[src/rtl/smb_blkbuf_pkg.sv]
package smb_blkbuf_pkg;

  // True when a received length lies inside 1..max.
  function automatic logic len_legal(input int l, input int max);
    return (l >= 1) && (l <= max);
  endfunction

  // Byte count the engine is allowed to run, forced into 1..max.
  function automatic int clamp_len(input int l, input int max);
    int r;
    r = l;
    if (r < 1) r = 1;
    if (r > max) r = max;
    return r;
  endfunction

endpackage

[src/rtl/smb_blkbuf_idx.sv]
module smb_blkbuf_idx #(
  parameter int DEPTH = 32,
  parameter int IDX_W = $clog2(DEPTH + 1)
) (
  input  logic             clk,
  input  logic             rst_n,
  input  logic             clr,
  input  logic             inc,
  output logic [IDX_W-1:0] idx
);
  localparam logic [IDX_W-1:0] LIMIT = IDX_W'(DEPTH);

  // clear wins over advance; the index parks at DEPTH
  always_ff @(posedge clk or negedge rst_n) begin
    if (!rst_n)                   idx <= '0;
    else if (clr)                 idx <= '0;
    else if (inc && idx < LIMIT)  idx <= idx + 1'b1;
  end
endmodule

[src/rtl/smb_blkbuf_store.sv]
module smb_blkbuf_store #(
  parameter int DEPTH  = 32,
  parameter int DATA_W = 8,
  parameter int IDX_W  = $clog2(DEPTH + 1)
) (
  input  logic              clk,
  input  logic              rst_n,
  input  logic              hw_en,
  input  logic [IDX_W-1:0]  hw_idx,
  input  logic [DATA_W-1:0] hw_d,
  input  logic              ew_en,
  input  logic [IDX_W-1:0]  ew_idx,
  input  logic [DATA_W-1:0] ew_d,
  input  logic [IDX_W-1:0]  hr_idx,
  output logic [DATA_W-1:0] hr_q,
  input  logic [IDX_W-1:0]  er_idx,
  output logic [DATA_W-1:0] er_q
);
  logic [DATA_W-1:0] mem [DEPTH];

  for (genvar g = 0; g < DEPTH; g++) begin : g_byte
    // engine write takes priority on a same-byte collision
    always_ff @(posedge clk or negedge rst_n) begin
      if (!rst_n)                                  mem[g] <= '0;
      else if (ew_en && ew_idx == IDX_W'(g))       mem[g] <= ew_d;
      else if (hw_en && hw_idx == IDX_W'(g))       mem[g] <= hw_d;
    end
  end

  // out-of-range indexes read as zero
  always_comb begin
    hr_q = '0;
    er_q = '0;
    for (int i = 0; i < DEPTH; i++) begin
      if (hr_idx == IDX_W'(i)) hr_q = mem[i];
      if (er_idx == IDX_W'(i)) er_q = mem[i];
    end
  end
endmodule

[src/rtl/smb_blkbuf.sv]
module smb_blkbuf
  import smb_blkbuf_pkg::*;
#(
  parameter int   DEPTH   = 32,
  parameter int   DATA_W  = 8,
  parameter int   LEN_W   = 8,
  parameter bit   HAS_BUF = 1'b1,
  parameter int   IDX_W   = $clog2(DEPTH + 1)
) (
  input  logic              clk,
  input  logic              rst_n,
  input  logic              aux_wr,
  input  logic              aux_mode_d,
  output logic              mode_q,
  input  logic              ctl_rd,
  input  logic              len_wr,
  input  logic [LEN_W-1:0]  len_d,
  output logic [LEN_W-1:0]  len_q,
  input  logic              dat_wr,
  input  logic [DATA_W-1:0] dat_d,
  input  logic              dat_rd,
  output logic [DATA_W-1:0] dat_q,
  input  logic              done_clr,
  output logic              byte_done,
  input  logic              i2c_rd_mode,
  input  logic              eng_start,
  input  logic              eng_len_we,
  input  logic [LEN_W-1:0]  eng_len_d,
  input  logic              eng_push,
  input  logic [DATA_W-1:0] eng_push_d,
  input  logic              eng_pop,
  output logic [DATA_W-1:0] eng_pop_d,
  output logic              len_err,
  output logic [IDX_W-1:0]  xfer_cnt
);
  localparam logic [IDX_W-1:0] LIMIT = IDX_W'(DEPTH);

  // named internal events used by the checker
  logic             buf_eff;
  logic             mode_fall;
  logic             done_set;
  logic [IDX_W-1:0] hidx, eidx, h_ptr, e_ptr;
  logic [DATA_W-1:0] h_raw, e_raw;

  assign buf_eff   = mode_q & ~i2c_rd_mode;
  assign mode_fall = aux_wr & mode_q & ~aux_mode_d;
  assign done_set  = ~buf_eff & (eng_push | eng_pop);

  always_ff @(posedge clk or negedge rst_n) begin
    if (!rst_n)      mode_q <= 1'b0;
    else if (aux_wr) mode_q <= aux_mode_d & HAS_BUF;
  end

  smb_blkbuf_idx #(.DEPTH(DEPTH), .IDX_W(IDX_W)) u_hidx (
    .clk(clk), .rst_n(rst_n),
    .clr(ctl_rd | mode_fall),
    .inc(buf_eff & (dat_wr | dat_rd)),
    .idx(hidx)
  );

  smb_blkbuf_idx #(.DEPTH(DEPTH), .IDX_W(IDX_W)) u_eidx (
    .clk(clk), .rst_n(rst_n),
    .clr(eng_start | mode_fall),
    .inc(buf_eff & (eng_push | eng_pop)),
    .idx(eidx)
  );

  // unbuffered: everything collapses onto byte 0
  assign h_ptr = buf_eff ? hidx : '0;
  assign e_ptr = buf_eff ? eidx : '0;

  smb_blkbuf_store #(.DEPTH(DEPTH), .DATA_W(DATA_W), .IDX_W(IDX_W)) u_store (
    .clk(clk), .rst_n(rst_n),
    .hw_en(dat_wr & (h_ptr < LIMIT)), .hw_idx(h_ptr), .hw_d(dat_d),
    .ew_en(eng_push & (e_ptr < LIMIT)), .ew_idx(e_ptr), .ew_d(eng_push_d),
    .hr_idx(h_ptr), .hr_q(h_raw),
    .er_idx(e_ptr), .er_q(e_raw)
  );

  always_comb begin
    if (!buf_eff)                       dat_q = h_raw;
    else if (32'(hidx) < 32'(len_q))    dat_q = h_raw;
    else                                dat_q = '0;
  end
  assign eng_pop_d = e_raw;

  always_ff @(posedge clk or negedge rst_n) begin
    if (!rst_n)        byte_done <= 1'b0;
    else if (done_set) byte_done <= 1'b1;
    else if (done_clr) byte_done <= 1'b0;
  end

  always_ff @(posedge clk or negedge rst_n) begin
    if (!rst_n) begin
      len_q   <= '0;
      len_err <= 1'b0;
    end else if (eng_len_we) begin
      len_q   <= eng_len_d;
      len_err <= ~len_legal(int'(eng_len_d), DEPTH);
    end else begin
      if (len_wr) len_q <= len_d;
      if (len_wr || eng_start) len_err <= 1'b0;
    end
  end

  assign xfer_cnt = IDX_W'(clamp_len(int'(len_q), DEPTH));
endmodule

[config.mk]
export PLATFORM = sky130hd
export DESIGN_NAME = smb_blkbuf
export DESIGN_NICKNAME = d
export VERILOG_FILES = /design/src/rtl/smb_blkbuf_pkg.sv /design/src/rtl/smb_blkbuf_idx.sv /design/src/rtl/smb_blkbuf_store.sv /design/src/rtl/smb_blkbuf.sv
export SDC_FILE = /design/constraint.sdc
export NUM_CORES = 1
export LEC_CHECK = 0
export BUFFER_PORTS_ARGS = -buffer_cell sky130_fd_sc_hd__clkbuf_2
export CORE_MARGIN = 10
export CORE_UTILIZATION = 25
export CTS_CLUSTER_SIZE = 12
export DETAILED_ROUTE_END_ITERATION = 10
export PLACE_DENSITY_LB_ADDON = 0.08
export SLEW_MARGIN = 0
export SYNTH_ARGS = -nofsm -noshare
export SYNTH_HDL_FRONTEND = slang
export SYNTH_HIERARCHICAL = 1
export SYNTH_SLANG_ARGS = --single-unit
export TNS_END_PERCENT = 5
[constraint.sdc]
create_clock -name clk -period 6.6 [get_ports clk]
set_clock_uncertainty 0.05 [all_clocks]
set_input_delay 0.66 -clock clk [delete_from_list [all_inputs] [get_ports clk]]
set_output_delay 0.66 -clock clk [all_outputs]
set_load 0.01 [all_outputs]
==> results of run 1 <==
==> timing repair <==
action | 4_1_cts | 5_1_grt
hold buffers | 1 | 0
endpoints found under the hold margin | 48 | 0
gates resized for setup | 0 | 0
==> cell usage after synthesis (10+ instances only) <==
library cell | number | area [sq um]
a31oi_1 | 18 | 113
or3_1 | 11 | 68.8
nand2b_1 | 21 | 131
clkbuf_1 | 129 | 484
o221ai_1 | 16 | 140
mux2i_1 | 318 | 3180
dfrtp_1 | 279 | 6980
inv_1 | 12 | 45.0
o22ai_1 | 28 | 175
o21ai_0 | 191 | 956
and2_1 | 23 | 144
o211ai_1 | 17 | 128
nand3_1 | 40 | 200
nor2b_1 | 15 | 93.8
nand2_1 | 204 | 766
a211oi_1 | 10 | 75.1
buf_4 | 11 | 82.6
a21oi_1 | 267 | 1340
a21o_1 | 13 | 97.6
mux2_2 | 32 | 360
a221oi_1 | 14 | 123
buf_2 | 50 | 250
nor3_1 | 27 | 135
mux4_2 | 26 | 586
nor2_1 | 266 | 998
a22oi_1 | 16 | 120
==> placed cells by master, fill, tap and decap left out, types with 10 or more instances in the layout <==
| master | n |
|---|---|
| buf_4 | 57 |
| a211oi_1 | 10 |
| mux2_2 | 32 |
| inv_1 | 12 |
| clkbuf_2 | 77 |
| nor2_1 | 265 |
| clkbuf_16 | 39 |
| a221oi_1 | 14 |
| o211ai_1 | 17 |
| a31oi_1 | 18 |
| nand2b_1 | 21 |
| mux4_2 | 26 |
| a21oi_1 | 267 |
| nor2b_1 | 14 |
| nand3_1 | 40 |
| nor3_1 | 26 |
| mux2i_1 | 318 |
| o221ai_1 | 16 |
| a22oi_1 | 16 |
| o22ai_1 | 28 |
| and2_1 | 19 |
| nand2_1 | 204 |
| o21ai_0 | 191 |
| or3_1 | 11 |
| clkinv_2 | 10 |
| dfrtp_1 | 279 |
| a21o_1 | 13 |
==> metal layers <==
layer	vias up	global-route usage, %	part of all wire [%]
li1	8239	-	-
met1	9344	29.0	43
met2	727	37.1	47
met3	185	2.72	5.0
met4	0	9.79	4.5
met5	-	0	0
==> critical path: stages (launching register included) <==
cell	delay (ns)
dfrtp_1	0.38
and2b_1	0.51
and2_1	0.61
or4b_1	0.82
nor2_1	0.50
a31oi_1	0.16
o2111ai_1	0.19
a221oi_1	0.19
o21ai_0	0.53
and2_1	0.23
clkbuf_2	0.14
==> through the flow <==
step / hold slack (ns) / instance area (sq um) / total power, W / worst slack (ns) / utilization [%]
6_report: 0.228 / 22300 / 0.00439 / 1.04 / 28.7
5_1_grt: 0.217 / 22300 / 0.00455 / 0.801 / 28.7
3_3_place_gp: 0.468 / 21000 / 0.00228 / 1.42 / 27.1
4_1_cts: 0.193 / 22300 / 0.00446 / 1.11 / 28.7
3_5_place_dp: 0.481 / 21000 / 0.00229 / 1.35 / 27.1
2_1_floorplan: 0.314 / 19600 / 0.00203 / 2.83 / -
==> final cells by class <==
class                      count  area, sq um
sequential                   279         6980
clock buffer                  51         1080
inverter                      15         56.3
timing repair buffer         139          898
multi-input combinational   1765        11800
fill                        8337        55300
tap                         1040         1300
clock inverter                15          179
==> final timing paths <==
path / end / slack, ns
setup / recovery: dat_q[2] / 1.04
hold / removal: byte_done / 0.23
setup reg to reg: u_store/mem[127] / 2.47
hold reg to reg: byte_done / 0.48
max in group asynchronous: u_store/mem[228] / 4.55
min in group asynchronous: u_store/mem[1] / 0.55
==> power groups by stage <==
stage,registers [W],clock network (W),logic [W]
6_report,0.00180,0.00214,0.000456
5_1_grt,0.00181,0.00226,0.000487
4_1_cts,0.00180,0.00221,0.000459
3_5_place_dp,0.00183,0,0.000456
3_3_place_gp,0.00183,0,0.000454
2_1_floorplan,0.00181,0,0.000218
==> registers in the layout, summed over array words and instances, names as in the netlist <==
name,count
u_store/mem,256
len_q,8
u_eidx/idx,6
u_hidx/idx,6
mode_q,1
len_err,1
byte_done,1
==> cell families after synthesis <==
| kind of cell | Yosys count | share of synthesized area [%] |
|---|---|---|
| compound gates | 691 | 21.2 |
| xor+xnor | 3 | 0.134 |
| fa+ha+maj | 7 | 0.447 |
| buf+inv | 212 | 4.63 |
| flops | 279 | 35.6 |
| mux | 376 | 21.1 |
| simple gates | 688 | 16.9 |
==> run metrics, run 1 <==
fin nets=2,290; drt drc=0; WP data required=5.89 ns; initial antenna violation count=0; CP startpoint=mode_q; number of synthesized flops with an enable pin=0; Fin Setup TNS=0 ns; P_leak=9.56 nW; Yosys cell types=97; Remaining Overflow, GRT=0; Synthesis Warnings=6; dpl hpwl=72,500 um; proportion of layout cells with a drive suffix above 1=13.7%; Worst setup SP type=flip-flop; Internal=0.00319 W; Async SR Flop Fraction=100%; Initial Utilization=25.2%; Crit Path Max Fanout=17; min cycle time layout=5.56 ns; Die W=300 um; switching power=0.00120 W; HP Start=done_clr; I/O pin cnt=79; total CTS buffers=37; Clock Sinks=279; all-layer global routing usage=22.4%; pwr dens=197 nW/um^2; Setup crit end kind=primary output; outcome=complete, no violations; Worst Path Arrival=4.85 ns; final setup fails=0; Slew Viols, Final=0; largest net degree at the start of global routing=162; setup repair bufs after CTS=0; vias in the first global route=18,228; Post-Syn Instances=2,256; WL/cell=31.3 um; CTS tree=done; clock slew seen by the registers of the worst setup and hold paths=0.06 ns; 1st-iter DRT viols=1,862; FF+latch count, synth=279; n_diodes=0; Setup CP Type=flip-flop to primary output; final period utilization=84.2%; Longest Clk Path Bufs=3; die height=300 um; Port Buffer Count=78; first-pass GRT wire length=147,000 um; htree depth=2; RSZ-0062 raised after global routing=false; worst vdd ir=0.000131 V; Die ar.=90,000 sq um; final cell count without fillers=3,304; DRT Wirelength=103,000 um; syn_area_per_cell=8.68 sq um; Clock Latency Late Sink=0.57 ns; routability-driven placement congestion ratio=0.976; Net Sw Frac=27.3%; Reg power frac=40.9%; RR Startpoint=mode_q; clock power share=48.7%; drt first pass iters=5; Worst Hold Path Cells=2; R2R depth=7; via count=18,495; ANT nets after route=0; register area share after synthesis=35.6%; Syn Nets=2,309; Inst Count DP=3,237; Slew HR=7.93%; Max-cap violations=0; Fmax=180 MHz; core area=77,600 sq um; Cell Area, Synth=19,600 sq um; clk root buf=clkbuf_16; Rows=102; Area growth, synth to finish=13.7%; Worst Tran Pin Value=1.37 ns; combinational power share=10.4%; Hold Fails Final Rpt=0; HP Class=primary input to flip-flop; Most used DFF post-synth=dfrtp_1; Via density=5.60
Note: power is estimated with default switching activity, not from simulation.
==> run 2, diff against run 1 <==
- clock period: 6.6 -> 4.8 ns (I/O delays scaled with it)
==> run 2 against run 1 <==
Register-to-register slack got worse by 1.6 ns. Final cell count rose by 2.4%. Setup slack worse by 0.94 ns. Largest cell class unchanged. Largest power group unchanged. Highest routed layer unchanged.
==> run metrics, run 2 (synthesized netlist as in run 1, its figures left out) <==
outcome=complete, no violations; clock slew seen by the registers of the worst setup and hold paths=0.05 ns; total power=0.00590 W; Crit Path Max Fanout=16; all-layer global routing usage=23.0%; RR Startpoint=mode_q; Clock Latency Late Sink=0.55 ns; Remaining Overflow, GRT=0; CP startpoint=mode_q; RSZ-0062 raised after global routing=true; Via density=5.59; Clock Sinks=279; P_leak=9.91 nW; multi-input logic area=11,800 sq um; htree depth=2; proportion of layout cells with a drive suffix above 1=16.9%; Fmax=213 MHz; clk root buf=clkbuf_16; total CTS buffers=38; R2R depth=10; die height=300 um; CTS tree=done; Reg with most FFs=u_store/mem; Die ar.=90,000 sq um; 1st-iter DRT viols=1,905; DRT Wirelength=106,000 um; Place WS=0.0338 ns; largest net degree at the start of global routing=95; final setup fails=0; Rows=102; first-pass GRT wire length=150,000 um; Port Buffer Count=78; setup ws final=0.105 ns; Die W=300 um; Filler cells=8,372; Max-cap violations=0; Final Core Density=29.5%; max FFs per register=256; Worst Tran Pin Value=1.02 ns; Initial Utilization=25.2%; ANT nets after route=0; pwr dens=258 nW/um^2; I/O pin cnt=79; setup repair bufs after CTS=0; WL/cell=31.5 um; Area growth, synth to finish=16.7%; vias in the first global route=18,552; drt first pass iters=6; most common cell after layout, fill and taps aside=mux2i_1; Slew Viols, Final=0; Post-Route Hold Slack=0.0748 ns; worst vdd ir=0.000206 V; WP data required=4.27 ns; Hold Fails Final Rpt=0; register area=6980 sq um; drt drc=0; Worst setup SP type=flip-flop; min cycle time layout=4.69 ns; Worst Path Arrival=4.16 ns; dpl hpwl=75,300 um; Longest Clk Path Bufs=3; via count=18,896; Setup CP Type=flip-flop to primary output; routability-driven placement congestion ratio=0.959; core area=77,600 sq um; n_diodes=0; Top Registers=u_store/mem x256, len_q x8; Setup crit end kind=primary output; Slew HR=32.2%; final period utilization=97.8%; commonest cells after routing, fill and taps aside=mux2i_1, dfrtp_1, a21oi_1; fin nets=2,370; initial antenna violation count=0; Worst Hold Path Cells=2; HP Class=primary input to flip-flop; HP Start=done_clr
## run 2: metal layers
layer | global-route usage (%) | share of wire [%] | vias to the layer above
met5 | 0 | 0 | -
met2 | 38.1 | 47 | 723
met3 | 2.97 | 5.0 | 180
met1 | 30.2 | 44 | 9596
li1 | - | - | 8397
met4 | 8.80 | 4.1 | 0
## run 2: cell type report
class,count,share of cell area [%]
Clock buffer,57,4.83
Clock inverter,9,0.361
Inverter,15,0.246
Multi-Input combinational cell,1766,51.7
Sequential cell,279,30.6
Tap cell,1040,5.69
Timing Repair Buffer,217,6.66
## run 2: worst paths after layout
| check | end | slack (ns) |
|---|---|---|
| max | dat_q[1] | 0.11 |
| min | byte_done | 0.07 |
| max reg2reg | u_store/mem[234] | 0.87 |
| min reg2reg | byte_done | 0.49 |
| max in group asynchronous | u_store/mem[203] | 3.22 |
| min in group asynchronous | u_store/mem[14] | 0.44 |
## run 2: what timing repair did
item,4_1_cts,5_1_grt
endpoints found under the setup margin,8,6
gates resized for setup,7,4
cloned,1,0
pin swaps,1,1
hold endpoints to repair,64,0
hold buffers,1,0
## run 2: power by group
| group | switching [W] | total, W | internal (W) | leakage (nW) |
|---|---|---|---|---|
| combinational | 0.000452 | 0.000653 | 0.000202 | 5.50 |
| clock | 0.00114 | 0.00278 | 0.00164 | 0.577 |
| sequential | 0.0000527 | 0.00247 | 0.00242 | 3.83 |
| total | 0.00164 | 0.00590 | 0.00426 | 9.91 |
## run 2: worst max-delay path: stages (launching register included)
cell,delay (ns)
dfrtp_1,0.39
and2b_2,0.35
and2_2,0.35
buf_4,0.20
nor4b_2,0.25
buf_4,0.26
a32o_1,0.24
o221ai_1,0.21
a21oi_1,0.53
o221ai_1,0.32
a31oi_1,0.21
and2_1,0.14
clkbuf_2,0.14
## run 2: metrics by stage
| stage | std cells | TNS (ns) | instance area (sq um) |
|---|---|---|---|
| after floorplan | 2256 | 0 | 19600 |
| after global placement | 3315 | 0 | 21600 |
| after detailed placement | 3315 | 0 | 21600 |
| after CTS | 3383 | 0 | 22800 |
| after global routing | 3383 | -0.0487 | 22900 |
| final | 3383 | 0 | 22900 |
